<file path="src/rtl/prst_pkg.sv">
package prst_pkg;
  typedef enum logic [1:0] {
    GUARD_KEEP  = 2'd0,
    GUARD_OPEN  = 2'd1,
    GUARD_CLOSE = 2'd2
  } guard_cmd_e;
endpackage

</file>
<file path="src/rtl/prst_key_lock.sv">
module prst_key_lock #(
  parameter int          ADDR_W     = 8,
  parameter int          DATA_W     = 32,
  parameter logic [7:0]  GUARD_ADDR = 8'h84,
  parameter logic [31:0] OPEN_KEY   = 32'hA6382D4C,
  parameter logic [31:0] CLOSE_KEY  = 32'hA6382D4D
) (
  input  logic              clk,
  input  logic              rst_n,
  input  logic              wr_en,
  input  logic [ADDR_W-1:0] wr_addr,
  input  logic [DATA_W-1:0] wr_data,
  output logic              open_o
);
  import prst_pkg::*;

  guard_cmd_e cmd;
  logic       open_q, open_d;

  // key decode
  always_comb begin
    cmd = GUARD_KEEP;
    if (wr_en && (wr_addr == ADDR_W'(GUARD_ADDR))) begin
      if (wr_data == DATA_W'(OPEN_KEY))       cmd = GUARD_OPEN;
      else if (wr_data == DATA_W'(CLOSE_KEY)) cmd = GUARD_CLOSE;
    end
  end

  // next state
  always_comb begin
    open_d = open_q;
    case (cmd)
      GUARD_OPEN:  open_d = 1'b1;
      GUARD_CLOSE: open_d = 1'b0;
      default:     open_d = open_q;
    endcase
  end

  always_ff @(posedge clk or negedge rst_n) begin
    if (!rst_n) open_q <= 1'b0;
    else        open_q <= open_d;
  end

  assign open_o = open_q;
endmodule

</file>
<file path="src/rtl/prst_pulse_word.sv">
module prst_pulse_word #(
  parameter int DATA_W    = 32,
  parameter int PULSE_LEN = 4
) (
  input  logic              clk,
  input  logic              rst_n,
  input  logic [DATA_W-1:0] arm_i,
  output logic [DATA_W-1:0] pulse_o
);
  localparam int CNT_W = $clog2(PULSE_LEN + 1);

  for (genvar b = 0; b < DATA_W; b++) begin : g_bit
    logic [CNT_W-1:0] cnt_q, cnt_d;
    logic             cnt_en;

    assign cnt_en = arm_i[b] || (cnt_q != '0);

    always_comb begin
      if (arm_i[b]) cnt_d = CNT_W'(PULSE_LEN);
      else          cnt_d = cnt_q - CNT_W'(1);
    end

    always_ff @(posedge clk or negedge rst_n) begin
      if (!rst_n)      cnt_q <= '0;
      else if (cnt_en) cnt_q <= cnt_d;
    end

    assign pulse_o[b] = (cnt_q != '0);
  end
endmodule

</file>
<file path="src/rtl/prst_guard.sv">
module prst_guard #(
  parameter int          NUM_WORDS  = 5,
  parameter int          DATA_W     = 32,
  parameter int          ADDR_W     = 8,
  parameter int          PULSE_LEN  = 4,
  parameter logic [7:0]  REQ_BASE   = 8'h70,
  parameter logic [7:0]  GUARD_ADDR = 8'h84,
  parameter logic [31:0] OPEN_KEY   = 32'hA6382D4C,
  parameter logic [31:0] CLOSE_KEY  = 32'hA6382D4D
) (
  input  logic                        clk,
  input  logic                        rst_n,
  input  logic                        bus_wr,
  input  logic [ADDR_W-1:0]           bus_addr,
  input  logic [DATA_W-1:0]           bus_wdata,
  output logic [DATA_W-1:0]           bus_rdata,
  output logic [NUM_WORDS*DATA_W-1:0] rst_pulse
);
  localparam int STRIDE = DATA_W / 8;

  logic                 unlocked;
  logic [NUM_WORDS-1:0] word_sel;
  logic                 wr_accept;

  prst_key_lock #(
    .ADDR_W(ADDR_W), .DATA_W(DATA_W), .GUARD_ADDR(GUARD_ADDR),
    .OPEN_KEY(OPEN_KEY), .CLOSE_KEY(CLOSE_KEY)
  ) lock_i (
    .clk(clk), .rst_n(rst_n), .wr_en(bus_wr), .wr_addr(bus_addr),
    .wr_data(bus_wdata), .open_o(unlocked)
  );

  for (genvar k = 0; k < NUM_WORDS; k++) begin : g_word
    localparam logic [ADDR_W-1:0] WADDR = ADDR_W'(int'(REQ_BASE) + STRIDE * k);
    logic [DATA_W-1:0] arm;

    assign word_sel[k] = (bus_addr == WADDR);
    assign arm = (bus_wr && unlocked && word_sel[k]) ? bus_wdata : '0;

    prst_pulse_word #(.DATA_W(DATA_W), .PULSE_LEN(PULSE_LEN)) pw_i (
      .clk(clk), .rst_n(rst_n), .arm_i(arm),
      .pulse_o(rst_pulse[k*DATA_W +: DATA_W])
    );
  end

  assign wr_accept = bus_wr && unlocked && (|word_sel);

  // read mux
  always_comb begin
    bus_rdata = '0;
    if (bus_addr == ADDR_W'(GUARD_ADDR)) bus_rdata = DATA_W'(unlocked);
    for (int k = 0; k < NUM_WORDS; k++) begin
      if (word_sel[k]) bus_rdata = rst_pulse[k*DATA_W +: DATA_W];
    end
  end
endmodule

</file>
<file path="config.mk">
export PLATFORM = sky130hd
export DESIGN_NAME = prst_guard
export DESIGN_NICKNAME = d
export VERILOG_FILES = /design/src/rtl/prst_pkg.sv /design/src/rtl/prst_key_lock.sv /design/src/rtl/prst_pulse_word.sv /design/src/rtl/prst_guard.sv
export SDC_FILE = /design/constraint.sdc
export NUM_CORES = 1
export LEC_CHECK = 0
export CAP_MARGIN = 20
export CORE_ASPECT_RATIO = 0.6
export CORE_MARGIN = 10
export CORE_UTILIZATION = 35
export DETAILED_ROUTE_END_ITERATION = 6
export DONT_BUFFER_PORTS = 1
export MAX_ROUTING_LAYER = met4
export SYNTH_ARGS = -nofsm -noshare
export SYNTH_HDL_FRONTEND = slang
export SYNTH_SLANG_ARGS = --single-unit
</file>
<file path="constraint.sdc">
create_clock -name clk -period 2.7 [get_ports clk]
set_input_delay 0.54 -clock clk [delete_from_list [all_inputs] [get_ports clk]]
set_output_delay 0.54 -clock clk [all_outputs]
set_load 0.01 [all_outputs]
</file>
==> Word-level counts from Yosys, hierarchy flattened <==
Index checks and enable logic that the tools add are counted.
{ "totals": {"output_inout_bits": 192, "word_cells": 834, "in_bits": 43, "reg_bits": 481} }
{ "classes": {"reduce_logical": 328, "n_addsub": 160, "n_eq_ne": 10, "n_mux": 175} }
{ "op_table": {"columns": ["op", "count"], "rows": [
  ["3-bit 2-to-1 mux", 160],
  ["3-bit nonzero test", 160],
  ["3-bit by 1-bit subtractor with 3-bit output (second input constant)", 160],
  ["32-bit 2-to-1 mux", 10],
  ["1-bit logical OR", 160],
  ["32-bit equality test (second input constant)", 2],
  ["8-bit by 7-bit equality test with 1-bit output (second input constant)", 4],
  ["8-bit equality test (second input constant)", 2],
  ["1-bit logical AND", 7],
  ["2-bit 2-to-1 mux", 3],
  ["2-bit by 1-bit equality test with 1-bit output (second input constant)", 1],
  ["2-bit equality test (second input constant)", 1],
  ["1-bit one-hot mux with 2 select lines", 1],
  ["2-bit nonzero test", 1],
  ["1-bit 2-to-1 mux", 1]
]} }

==> Longest topological paths before layout <==
Gate-level depths: netlist (run 1).
{ "depth": {"ltp_word": 7, "depth_mapped": 9, "depth_no_buf": 7} }

==> By module <==
From an unflattened synthesis (run 1), not the netlist that was laid out.
{ "unflattened": {"hier_cells": 2896, "area_unflattened_um2": 31627.8} }
{ "by_module_without_submodules": {"columns": ["mod", "seq_area_each_um2", "area_each_um2", "cells_each", "n_inst"], "rows": [
  ["prst_pulse_word", 2402.3, 5809.3, 517, 5],
  ["prst_guard", 0.0, 2392.3, 290, 1],
  ["prst_key_lock", 25.0, 188.9, 21, 1]
]} }

==> Worst setup path after synthesis (run 1) <==
OpenSTA, ideal clock, no wires.
{ "synth_timing": {"path_kind": "input to output", "from": "in bus_addr[3]", "to": "out bus_rdata[10]", "stages": 7, "path_slack_ns": 0.069, "required_ns": 2.160, "arrival_ns": 2.091, "n_path_buf": 3, "path_cell_list": "buf_2 > or3_1 > buf_2 > nor3_2 > buf_4 > nand2_1 > a31oi_1"} }
{ "synth_between": {"elab_chain_cells": 6, "word_cells_on_any_way": 10, "cone_classes": "5 x eq/ne; 5 x mux"} }
{ "synth_rtl": {"columns": ["item", "line_no", "rtl"], "rows": [
  ["start, declared", "prst_guard.sv:14", "input logic [ADDR_W-1:0] bus_addr,"],
  ["8-bit by 7-bit equality test with 1-bit output", "prst_guard.sv:37", "assign word_sel[k] = (bus_addr == WADDR);"],
  ["32-bit 2-to-1 mux (4 in series)", "prst_guard.sv:53", "if (word_sel[k]) bus_rdata = rst_pulse[k*DATA_W +: DATA_W];"],
  ["32-bit 2-to-1 mux (*)", "prst_guard.sv:53", null],
  ["end, declared", "prst_guard.sv:16", "output logic [DATA_W-1:0] bus_rdata,"]
]} }
Mark *: on every way between the ends. The rest lies on a longest branch, timed or not.

==> Worst setup path in the final report (run 1) <==
{ "layout_timing": {"from": "reg g_word[1].pw_i.g_bit[23].cnt_q[0]", "to": "out bus_rdata[23]"} }
{ "layout_between": {"elab_chain_cells": 5} }
{ "layout_rtl": {"columns": ["item", "line_no", "rtl"], "rows": [
  ["start, declared", "prst_pulse_word.sv:13", "logic [CNT_W-1:0] cnt_q, cnt_d;"],
  ["start signal, assigned", "prst_pulse_word.sv:25", "else if (cnt_en) cnt_q <= cnt_d;"],
  ["3-bit nonzero test", "prst_pulse_word.sv:28", "assign pulse_o[b] = (cnt_q != '0);"],
  ["32-bit 2-to-1 mux (4 in series)", "prst_guard.sv:53", null]
]} }
Every way passes these cells.

==> impl_metrics.json, run 1 <==
{
  "result_of_the_run": "finished with violations",
  "failed_checks": "negative hold slack",
  "clk_latency_ns": 0.61,
  "worst_ep_required_time_ns": 2.16,
  "drt-initial-drc-count": 1421,
  "worst_setup_path_startpoint": "g_word[1].pw_i.g_bit[23].cnt_q[0]",
  "asyncSetResetFlopFracSynth": 1.000,
  "grt_start_max_net_pins": 482,
  "power-per-cell-area_nw_per_um2": 478.2,
  "setup.worst_path.start_class": "register",
  "initial_utilization": 0.3550,
  "grt_pass1_wl_um": 123600,
  "clock-skew-final_ns": 0.01890,
  "worst_setup_hold_path_clk_slew_ns": 0.06,
  "antenna_violating_nets_post_route": 0,
  "tritoncts.num_buffers": 52,
  "ir_drop_mv": 0.4179,
  "post_synth.cell_area_avg_sq_um": 10.05,
  "drt_pre_antenna_iters": 5,
  "worstReg2RegStart": "lock_i.open_o",
  "timing_hold_violations_final": 481,
  "final_cell_utilization_of_the_core": 0.4076,
  "layout-area-overhead-vs-synth_pct": 14.82,
  "worstSetupEndpointType": "primary output",
  "synthesis.area_sq_um": 27650,
  "synthDominantCellAreaShare": 0.4353,
  "slew_headroom": 0.2363,
  "hold_class": "input pin to async pin",
  "timing.critical_path.cells": "inv_2 -> ha_4 -> nand2b_4 -> o21a_1 -> a222oi_1 -> o21ai_1 -> buf_4",
  "finalMaxSlewViolations": 0,
  "crit_type": "register to primary output",
  "dp_hpwl_um": 52010,
  "gr-total-overflow": 0,
  "post-route-period-util": 0.9799,
  "cp_slowest_stage_delay_ns": 0.39,
  "remaining_drc_errors": 0,
  "rsz0062_at_grt": "true",
  "drt-wirelength-per-cell_um": 20.88,
  "grt_pass1_vias": 18866,
  "number_of_nets_produced_by_synthesis": 3116,
  "yosys.cell_types.count": 41,
  "synthFlopType": "sky130_fd_sc_hd__dfrtp_1",
  "yosysWarningCount": 0,
  "final_layout_size_suffix_gt1_frac": 0.08908,
  "root_buffer": "sky130_fd_sc_hd__clkbuf_16",
  "gp_routability_congestion": 0.7667,
  "critical_path_fanout_max": 2,
  "die_area_sq_um": 91020,
  "final_net_count": 3163,
  "critPathSlowestCell": "sky130_fd_sc_hd__dfrtp_1",
  "tritoncts": "yes",
  "antenna_found_initial": 4,
  "synth_top_cell_by_area": "sky130_fd_sc_hd__dfrtp_1",
  "setup-violations-final": 0,
  "port_buffer_count": 0,
  "drt_wl_total_um": 81300,
  "proportion_of_synthesized_chip_area_in_sequential_cells": 0.4353,
  "postSynthCellCount": 2752,
  "total_negative_slack_ns": 0,
  "dieWidth_um": 382.9,
  "post_synth_main_area_contributors": "sky130_fd_sc_hd__dfrtp_1 (44%), sky130_fd_sc_hd__ha_1 (15%), sky130_fd_sc_hd__a221o_1 (5.8%), sky130_fd_sc_hd__a221oi_1 (5.1%), sky130_fd_sc_hd__xnor2_1 (5.1%)",
  "arrival_ns": 2.11,
  "via_count": 19758,
  "timing_worst_slew_pin_value_ns": 1.146,
  "holdWs_ns": -0.3754,
  "die-height_um": 237.7,
  "boundaryPins": 235,
  "global_route.usage.total": 0.1806,
  "synth-seq-cells": 481,
  "synth_enable_flop_cells": 0,
  "fillerInstances": 7493,
  "cts_num_sinks": 481,
  "clock.fmax_mhz": 378.0,
  "post_drt_via_cell_ratio": 5.074,
  "total_leakage_power_uw": 0.01414,
  "ctsHoldBuffers": 44,
  "number_of_h_tree_branching_levels": 2,
  "number_of_placement_rows": 79,
  "drv_cap": 0,
  "period_needed_ns": 2.646,
  "clk_path_buf_depth": 3,
  "placeableCoreArea_sq_um": 77890
}
## sequential cells by signal, indices dropped and copies added (netlist names)
signal	flops
lock_i.open_o	1
g_word.pw_i.g_bit.cnt_q	480
## critical path: cells and delay by family, from the launching register on
kind            cells  cell delay (ns)
simple gates        1             0.06
buf+inv             2             0.24
compound gates      3             0.66
flops               1             0.39
fa+ha+maj           1             0.15
## layer usage
| layer | up-vias | part of all wire | track usage |
|---|---|---|---|
| met2 | 451 | 0.41 | 0.2525 |
| met3 | 76 | 0.085 | 0.05647 |
| met4 | 0 | 0.013 | 0.02793 |
| met5 | - | 0 | - |
| li1 | 9621 | - | - |
| met1 | 9610 | 0.50 | 0.2566 |
## timing repair
| item | in CTS | in global routing |
|---|---|---|
| hold endpoints to repair | 754 | 481 |
| endpoints found under the setup margin | 13 | 26 |
| gates resized for setup | 30 | 58 |
| buffers inserted | 0 | 3 |
| pin swaps | 7 | 9 |
## placed cells by master, fill, tap and decap left out, drive strengths merged
cell type and n:
clkinv 7, o21a 3, clkbuf 79, dlygate4sd3 44, dfrtp 481, and4b 2
o22a 9, a222oi 3, o22ai 20, nor4bb 3, o211ai 9, and2 3
nor4 5, o2111ai 19, a211o 1, nor3 18, nand2b 162, inv 345
ha 321, or3b 1, nand2 35, nand3 3, clkinvlp 3, a31oi 19
nor2 308, buf 78, a221oi 160, or3 1, diode 1, nor4b 5
o21ai 18, nand4b 2, nand3b 9, a221o 160, bufinv 6, nor3b 1
a21oi 191, xnor2 160, nor2b 145, nand4 1
## metrics by stage
stage	power, uW	std cells	area, sq um	worst slack (ns)
after floorplan	7493	2752	27650	0.06894
after global placement	7443	3751	29200	0.06784
after detailed placement	7444	3751	29200	0.07438
after CTS	15390	3890	31550	-0.04705
after global routing	15710	3893	31750	-0.1811
final	15180	3894	31750	0.05440
## worst paths after layout
kind / slack (ns) / cells past startpoint / to
min in group clk: 0.04 / 1 / g_word[4].pw_i.g_bit[4].cnt_q[1]
worst min-delay path: -0.38 / 0 / g_word[3].pw_i.g_bit[10].cnt_q[2]
worst max register to register: 0.78 / 5 / g_word[4].pw_i.g_bit[18].cnt_q[2]
max in group asynchronous: 2.13 / 0 / g_word[2].pw_i.g_bit[23].cnt_q[0]
worst min register to register: 0.54 / 1 / g_word[1].pw_i.g_bit[3].cnt_q[2]
worst max-delay path: 0.05 / 7 / bus_rdata[23]
## cells in the mapped netlist, types with 2 or more instances
cell and count:
sky130_fd_sc_hd__a221oi_1 160, sky130_fd_sc_hd__and2_1 3, sky130_fd_sc_hd__nand3_1 3, sky130_fd_sc_hd__xnor2_1 160, sky130_fd_sc_hd__o21ai_0 17, sky130_fd_sc_hd__a21oi_1 191
sky130_fd_sc_hd__nand3b_1 9, sky130_fd_sc_hd__o22ai_1 20, sky130_fd_sc_hd__buf_1 7, sky130_fd_sc_hd__and4b_1 2, sky130_fd_sc_hd__ha_1 321, sky130_fd_sc_hd__o21a_1 3
sky130_fd_sc_hd__nor2b_1 145, sky130_fd_sc_hd__nand2_1 35, sky130_fd_sc_hd__o22a_1 9, sky130_fd_sc_hd__o211ai_1 9, sky130_fd_sc_hd__buf_2 36, sky130_fd_sc_hd__nor4_4 3
sky130_fd_sc_hd__inv_1 345, sky130_fd_sc_hd__nand2b_1 162, sky130_fd_sc_hd__a221o_1 160, sky130_fd_sc_hd__buf_4 21, sky130_fd_sc_hd__dfrtp_1 481, sky130_fd_sc_hd__nor3_1 17
sky130_fd_sc_hd__a222oi_1 3, sky130_fd_sc_hd__a31oi_1 19, sky130_fd_sc_hd__nand4b_1 2, sky130_fd_sc_hd__nor2_1 308, sky130_fd_sc_hd__nor4_1 2, sky130_fd_sc_hd__o2111ai_1 19
sky130_fd_sc_hd__clkbuf_1 65, sky130_fd_sc_hd__nor4b_1 4, sky130_fd_sc_hd__nor4bb_1 3
## power by group
part,switching [uW],internal [uW],total (uW)
clock,3170,4560,7730
combinational,162,84.7,247
sequential,0.494,7210,7210
## area by class of cell
class                           instances  area [sq um]  area share
Clock inverter                         16         245.2    0.007724
Inverter                              345          1295     0.04079
Clock buffer                           79          1564     0.04926
Multi-Input combinational cell       1797         14060      0.4429
Antenna cell                            1         2.502  0.00007881
Timing Repair Buffer                  122          1226     0.03862
Tap cell                             1053          1318     0.04150
Sequential cell                       481         12040      0.3791
## cells by family (layout without fill, tap and decap cells)
logic type / after synthesis / in the layout / synth area share
flops: 481 / 481 / 0.4353
fa+ha+maj: 321 / 321 / 0.1452
compound gates: 612 / 612 / 0.1688
simple gates: 704 / 704 / 0.1312
other cells: 0 / 1 / 0
xor+xnor: 160 / 160 / 0.05068
buf+inv: 474 / 562 / 0.06882
No activity file was read; power rests on OpenSTA's default activity.
==> run 2: changes to the inputs <==
--- a/config.mk
+++ b/config.mk
@@ -7,7 +7,7 @@
 export LEC_CHECK = 0
 export CAP_MARGIN = 20
 export CORE_ASPECT_RATIO = 0.6
-export CORE_MARGIN = 10
+export CORE_MARGIN = 1.5
 export CORE_UTILIZATION = 35
 export DETAILED_ROUTE_END_ITERATION = 6
 export DONT_BUFFER_PORTS = 1
==> run 2 against run 1 <==
Compared with the run above:
- the run ends with negative hold slack, negative setup slack left
- worst hold slack improved by 0.012 ns
- core utilization decreased by 0.31 points
- clock skew decreased by 0.0040 ns
- global-route usage increased by 2.1 points
- via count about the same
- sequential cell count unchanged
- cell count decreased by 0.26%
==> impl_metrics.json, run 2 (synthesis gave the netlist of run 1 again) <==
{
  "root_buffer": "sky130_fd_sc_hd__clkbuf_16",
  "antenna_found_initial": 8,
  "slew_headroom": 0.2005,
  "drv_cap": 0,
  "post-route-period-util": 1.054,
  "hold_class": "input pin to async pin",
  "number_of_h_tree_branching_levels": 2,
  "result_of_the_run": "finished with violations",
  "period_needed_ns": 2.846,
  "via_count": 19756,
  "worst_setup_hold_path_clk_slew_ns": 0.06,
  "total_negative_slack_ns": -0.1455,
  "dp_hpwl_um": 50840,
  "tritoncts.num_buffers": 51,
  "final_net_count": 3150,
  "timing.critical_path.cells": "inv_2 -> ha_4 -> nand2b_4 -> a222oi_1 -> o21ai_1 -> buf_4",
  "worst_ep_required_time_ns": 2.16,
  "number_of_placement_rows": 79,
  "final_layout_size_suffix_gt1_frac": 0.08171,
  "clock.fmax_mhz": 351.4,
  "cts_num_sinks": 481,
  "setup.worst_path.start_class": "register",
  "critical_path_fanout_max": 5,
  "cp_slowest_stage_delay_ns": 0.60,
  "drt_wl_total_um": 79600,
  "grt_pass1_wl_um": 119700,
  "finalMaxSlewViolations": 0,
  "timing_worst_slew_pin_value_ns": 1.199,
  "initial_utilization": 0.3550,
  "drt_pre_antenna_iters": 5,
  "most_common_cell_after_layout_fill_and_taps_aside": "sky130_fd_sc_hd__dfrtp_1",
  "power-per-cell-area_nw_per_um2": 478.0,
  "antenna_violating_nets_post_route": 0,
  "max_ffs_per_register": 480,
  "die_area_sq_um": 80750,
  "drt-wirelength-per-cell_um": 20.49,
  "die-height_um": 220.7,
  "clk_latency_ns": 0.62,
  "drt-initial-drc-count": 1392,
  "mostFrequentLayoutCells": "sky130_fd_sc_hd__dfrtp_1 (481), sky130_fd_sc_hd__inv_1 (339), sky130_fd_sc_hd__ha_1 (318)",
  "critPathSlowestCell": "sky130_fd_sc_hd__a222oi_1",
  "holdWs_ns": -0.3634,
  "post_drt_via_cell_ratio": 5.087,
  "gp_routability_congestion": 0.7566,
  "top_reg_by_flops": "g_word.pw_i.g_bit.cnt_q",
  "ctsHoldBuffers": 37,
  "post-place-ws_ns": -0.05710,
  "crit_type": "register to primary output",
  "clock-skew-final_ns": 0.01493,
  "ir_drop_mv": 0.4105,
  "gr-total-overflow": 0,
  "boundaryPins": 235,
  "placeableCoreArea_sq_um": 77890,
  "timing_hold_violations_final": 481,
  "dieWidth_um": 365.9,
  "port_buffer_count": 0,
  "worstSetupEndpointType": "primary output",
  "total_leakage_power_uw": 0.01406,
  "tritoncts": "yes",
  "setup-violations-final": 1,
  "grt_pass1_vias": 18314,
  "remaining_drc_errors": 0,
  "rsz0062_at_grt": "true",
  "clk_path_buf_depth": 3,
  "grt_start_max_net_pins": 482,
  "worst_slack_ns": -0.1455,
  "failed_checks": "negative hold slack, negative setup slack",
  "global_route.usage.total": 0.2011,
  "layout-area-overhead-vs-synth_pct": 13.95,
  "arrival_ns": 2.31
}
-- run 2: through the flow --
stage          cells  total power [uW]  area (sq um)  utilization
6_report        3884             15060         31510       0.4045
5_1_grt         3884             15630         31510       0.4045
4_1_cts         3880             15280         31390       0.4030
3_5_place_dp    3747              7439         29150       0.3743
3_3_place_gp    3747              7439         29150       0.3743
2_1_floorplan   2752              7493         27650            -
-- run 2: critical path: cells and delay by family, from the launching register on --
family	cells	cell delay, ns
AO/OA/AOI/OAI	2	0.75
flip-flops	1	0.40
buffers and inverters	2	0.27
adder cells (fa/ha/maj)	1	0.14
AND/OR/NAND/NOR	1	0.12
-- run 2: routing by layer --
layer / global-route usage / wire length [um] / vias to the layer above
li1: - / - / 9585
met1: 0.2895 / 39470 / 9576
met3: 0.06336 / 6693 / 82
met4: 0.05118 / 1666 / 0
met5: - / 0 / -
met2: 0.2679 / 31770 / 513
-- run 2: cell type report --
cell class | instances | area (sq um)
Clock buffer | 73 | 1480
Fill cell | 7531 | 46380
Antenna cell | 4 | 10.01
Clock inverter | 21 | 279.0
Sequential cell | 481 | 12040
Inverter | 345 | 1295
Multi-Input combinational cell | 1797 | 13980
Tap cell | 1053 | 1318
Timing Repair Buffer | 110 | 1106
-- run 2: report_power, final --
group / switching, uW / total, uW / internal, uW
logic: 159 / 235 / 75.6
registers: 0.497 / 7210 / 7210
clock network: 3220 / 7620 / 4390
-- run 2: worst paths after layout --
| check | startpoint | endpoint | slack (ns) | cells past startpoint |
|---|---|---|---|---|
| worst min-delay path | rst_n | g_word[0].pw_i.g_bit[10].cnt_q[2] | -0.36 | 0 |
| min in group clk | bus_wdata[20] | g_word[4].pw_i.g_bit[20].cnt_q[1] | 0.04 | 1 |
| worst max register to register | lock_i.open_o | g_word[4].pw_i.g_bit[25].cnt_q[2] | 0.82 | 5 |
| worst min register to register | g_word[1].pw_i.g_bit[24].cnt_q[2] | g_word[1].pw_i.g_bit[24].cnt_q[2] | 0.54 | 1 |
| max in group asynchronous | rst_n | g_word[0].pw_i.g_bit[26].cnt_q[1] | 2.10 | 0 |
| worst max-delay path | g_word[0].pw_i.g_bit[30].cnt_q[0] | bus_rdata[30] | -0.15 | 6 |
-- run 2: repair_timing --
action                                  CTS  global route
resized for setup                        32            37
buffers inserted                          2             0
hold endpoints to repair                787           481
endpoints found under the setup margin   17            23
pin swaps                                 3             5
==> run 3: changes to the inputs <==
--- a/config.mk
+++ b/config.mk
@@ -9,9 +9,11 @@
 export CORE_ASPECT_RATIO = 0.6
 export CORE_MARGIN = 1.5
 export CORE_UTILIZATION = 35
+export CTS_BUF_LIST = sky130_fd_sc_hd__clkbuf_8
 export DETAILED_ROUTE_END_ITERATION = 6
 export DONT_BUFFER_PORTS = 1
 export MAX_ROUTING_LAYER = met4
+export SKIP_CTS_REPAIR_TIMING = 1
 export SYNTH_ARGS = -nofsm -noshare
 export SYNTH_HDL_FRONTEND = slang
 export SYNTH_SLANG_ARGS = --single-unit
==> run 3 against run 2 <==
Compared with the run above:
- the flow still finishes with violations (negative hold slack, negative setup slack)
- critical path depth up 1
- count of clock-buffer cells in the layout up 30
- core utilization up 0.93 points
- worst hold slack worse by 0.085 ns
- register-to-register slack about the same
- via count up 1.8%
- die area unchanged
- largest cell class unchanged
- highest routed layer unchanged
==> impl_metrics.json, run 3 (synthesis gave the netlist of run 1 again) <==
{
  "worst_ep_required_time_ns": 2.16,
  "clock.fmax_mhz": 335.4,
  "post_drt_via_cell_ratio": 5.083,
  "number_of_placement_rows": 79,
  "dieWidth_um": 365.9,
  "power-per-cell-area_nw_per_um2": 452.8,
  "arrival_ns": 2.44,
  "worst_setup_hold_path_clk_slew_ns": 0.07,
  "final_cell_utilization_of_the_core": 0.4139,
  "clock_power_share": 0.488,
  "gp_routability_congestion": 0.7566,
  "root_buffer": "sky130_fd_sc_hd__clkbuf_8",
  "clk_path_buf_depth": 3,
  "drt-initial-drc-count": 1423,
  "worst_slack_ns": -0.2816,
  "grt_pass1_vias": 18228,
  "critical_path_fanout_max": 2,
  "drt_pre_antenna_iters": 5,
  "most_common_cell_after_layout_fill_and_taps_aside": "sky130_fd_sc_hd__dfrtp_1",
  "hold_class": "input pin to async pin",
  "die_area_sq_um": 80750,
  "timing_hold_violations_final": 481,
  "cts_num_sinks": 481,
  "stdcell_area_sq_um": 32240,
  "port_buffer_count": 0,
  "timing_worst_slew_pin_value_ns": 1.200,
  "part_of_the_total_power_dissipated_in_sequential_elements": 0.494,
  "failed_checks": "negative hold slack, negative setup slack",
  "drv_cap": 0,
  "critPathSlowestCell": "sky130_fd_sc_hd__a222oi_1",
  "p_comb_frac": 0.018,
  "post-route-period-util": 1.104,
  "final_layout_size_suffix_gt1_frac": 0.1403,
  "via_count": 20103,
  "mostFrequentLayoutCells": "sky130_fd_sc_hd__dfrtp_1 (481), sky130_fd_sc_hd__inv_1 (354), sky130_fd_sc_hd__nor2_1 (305)",
  "p_int_uw": 11100,
  "grt_pass1_wl_um": 115900,
  "total_leakage_power_uw": 0.01427,
  "setup.worst_path.start_class": "register",
  "tritoncts.num_buffers": 82,
  "antenna_found_initial": 13,
  "placeableCoreArea_sq_um": 77890,
  "global_route.usage.total": 0.1942,
  "gr-total-overflow": 0,
  "dp_hpwl_um": 50840,
  "clk_latency_ns": 0.71,
  "period_needed_ns": 2.982,
  "result_of_the_run": "finished with violations",
  "die-height_um": 220.7,
  "dp_cells": 3747,
  "remaining_drc_errors": 0,
  "timing.critical_path.cells": "inv_2 -> ha_4 -> nand2b_1 -> o21a_1 -> a222oi_1 -> o21ai_1 -> buf_4",
  "fin_cells": 3955,
  "top_reg_by_flops": "g_word.pw_i.g_bit.cnt_q",
  "boundaryPins": 235,
  "ir_drop_mv": 0.2894,
  "clock-skew-final_ns": 0.02065,
  "drt_wl_total_um": 79260,
  "crit_type": "register to primary output",
  "grt_start_max_net_pins": 482,
  "layout-area-overhead-vs-synth_pct": 16.58,
  "slew_headroom": 0.2001,
  "drt-wirelength-per-cell_um": 20.04,
  "antenna_violating_nets_post_route": 0,
  "setup-violations-final": 1,
  "worstSetupEndpointType": "primary output",
  "cp_slowest_stage_delay_ns": 0.52,
  "initial_utilization": 0.3550,
  "tritoncts": "yes",
  "rsz0062_at_grt": "true",
  "p_switching_uw": 3498,
  "holdWs_ns": -0.4480,
  "number_of_h_tree_branching_levels": 3,
  "placement.cell_area_sq_um": 29150,
  "final_net_count": 3197,
  "finalMaxSlewViolations": 0,
  "switching_share": 0.2396,
  "max_ffs_per_register": 480
}
[run 3: path summary, 6_finish.rpt]
path / start / end / slack (ns) / depth (start not counted)
max in group asynchronous: rst_n / g_word[3].pw_i.g_bit[31].cnt_q[1] / 2.19 / 0
worst max-delay path: g_word[1].pw_i.g_bit[30].cnt_q[0] / bus_rdata[30] / -0.28 / 7
worst min-delay path: rst_n / g_word[0].pw_i.g_bit[10].cnt_q[2] / -0.45 / 0
worst max register to register: lock_i.open_o / g_word[4].pw_i.g_bit[12].cnt_q[2] / 0.82 / 5
min in group clk: bus_wdata[0] / lock_i.open_o / 0.16 / 3
worst min register to register: lock_i.open_o / lock_i.open_o / 0.54 / 2
[run 3: power by group through the flow]
stage,Sequential [uW],Combinational (uW),Clock (uW)
after floorplan,7340,149,0
after global placement,7340,97.0,0
after detailed placement,7340,96.9,0
after CTS,7210,97.2,7410
after global routing,7200,284,7710
final,7210,268,7120
[run 3: per-layer routing]
metal | GRT usage | part of all wire | vias to the layer above
li1 | - | - | 9693
met1 | 0.2825 | 0.50 | 9801
met2 | 0.2612 | 0.40 | 497
met3 | 0.05916 | 0.077 | 112
met4 | 0.03942 | 0.018 | 0
met5 | - | 0 | -
[run 3: worst max-delay path: cells and delay by family, from the launching register on]
kind | cells | cell delay (ns)
adders and majority gates | 1 | 0.14
and+or+nand+nor | 1 | 0.07
DFF | 1 | 0.39
buffers and inverters | 2 | 0.28
AOI/OAI and AO/OA | 3 | 0.85
[run 3: area by class of cell]
cell class	instances	area, sq um
repair buffers	126	1214
clock inverters	42	300.3
clock buffers	103	1418
inverters	345	1295
multi-input cells	1797	14640
fillers	7544	45650
well taps	1053	1318
flip-flops and latches	481	12040
diodes	8	20.02
[run 3: metrics by stage]
step	TNS, ns	power [uW]	hold slack [ns]	setup WS (ns)
3_5_place_dp	-0.1108	7439	0.2662	-0.05710
2_1_floorplan	0	7493	0.2444	0.06894
6_report	-0.2816	14600	-0.4480	-0.2816
3_3_place_gp	-0.02084	7439	0.2648	-0.01299
4_1_cts	-4.840	14720	-0.5735	-0.6312
5_1_grt	-0.6370	15200	-0.5511	-0.3481
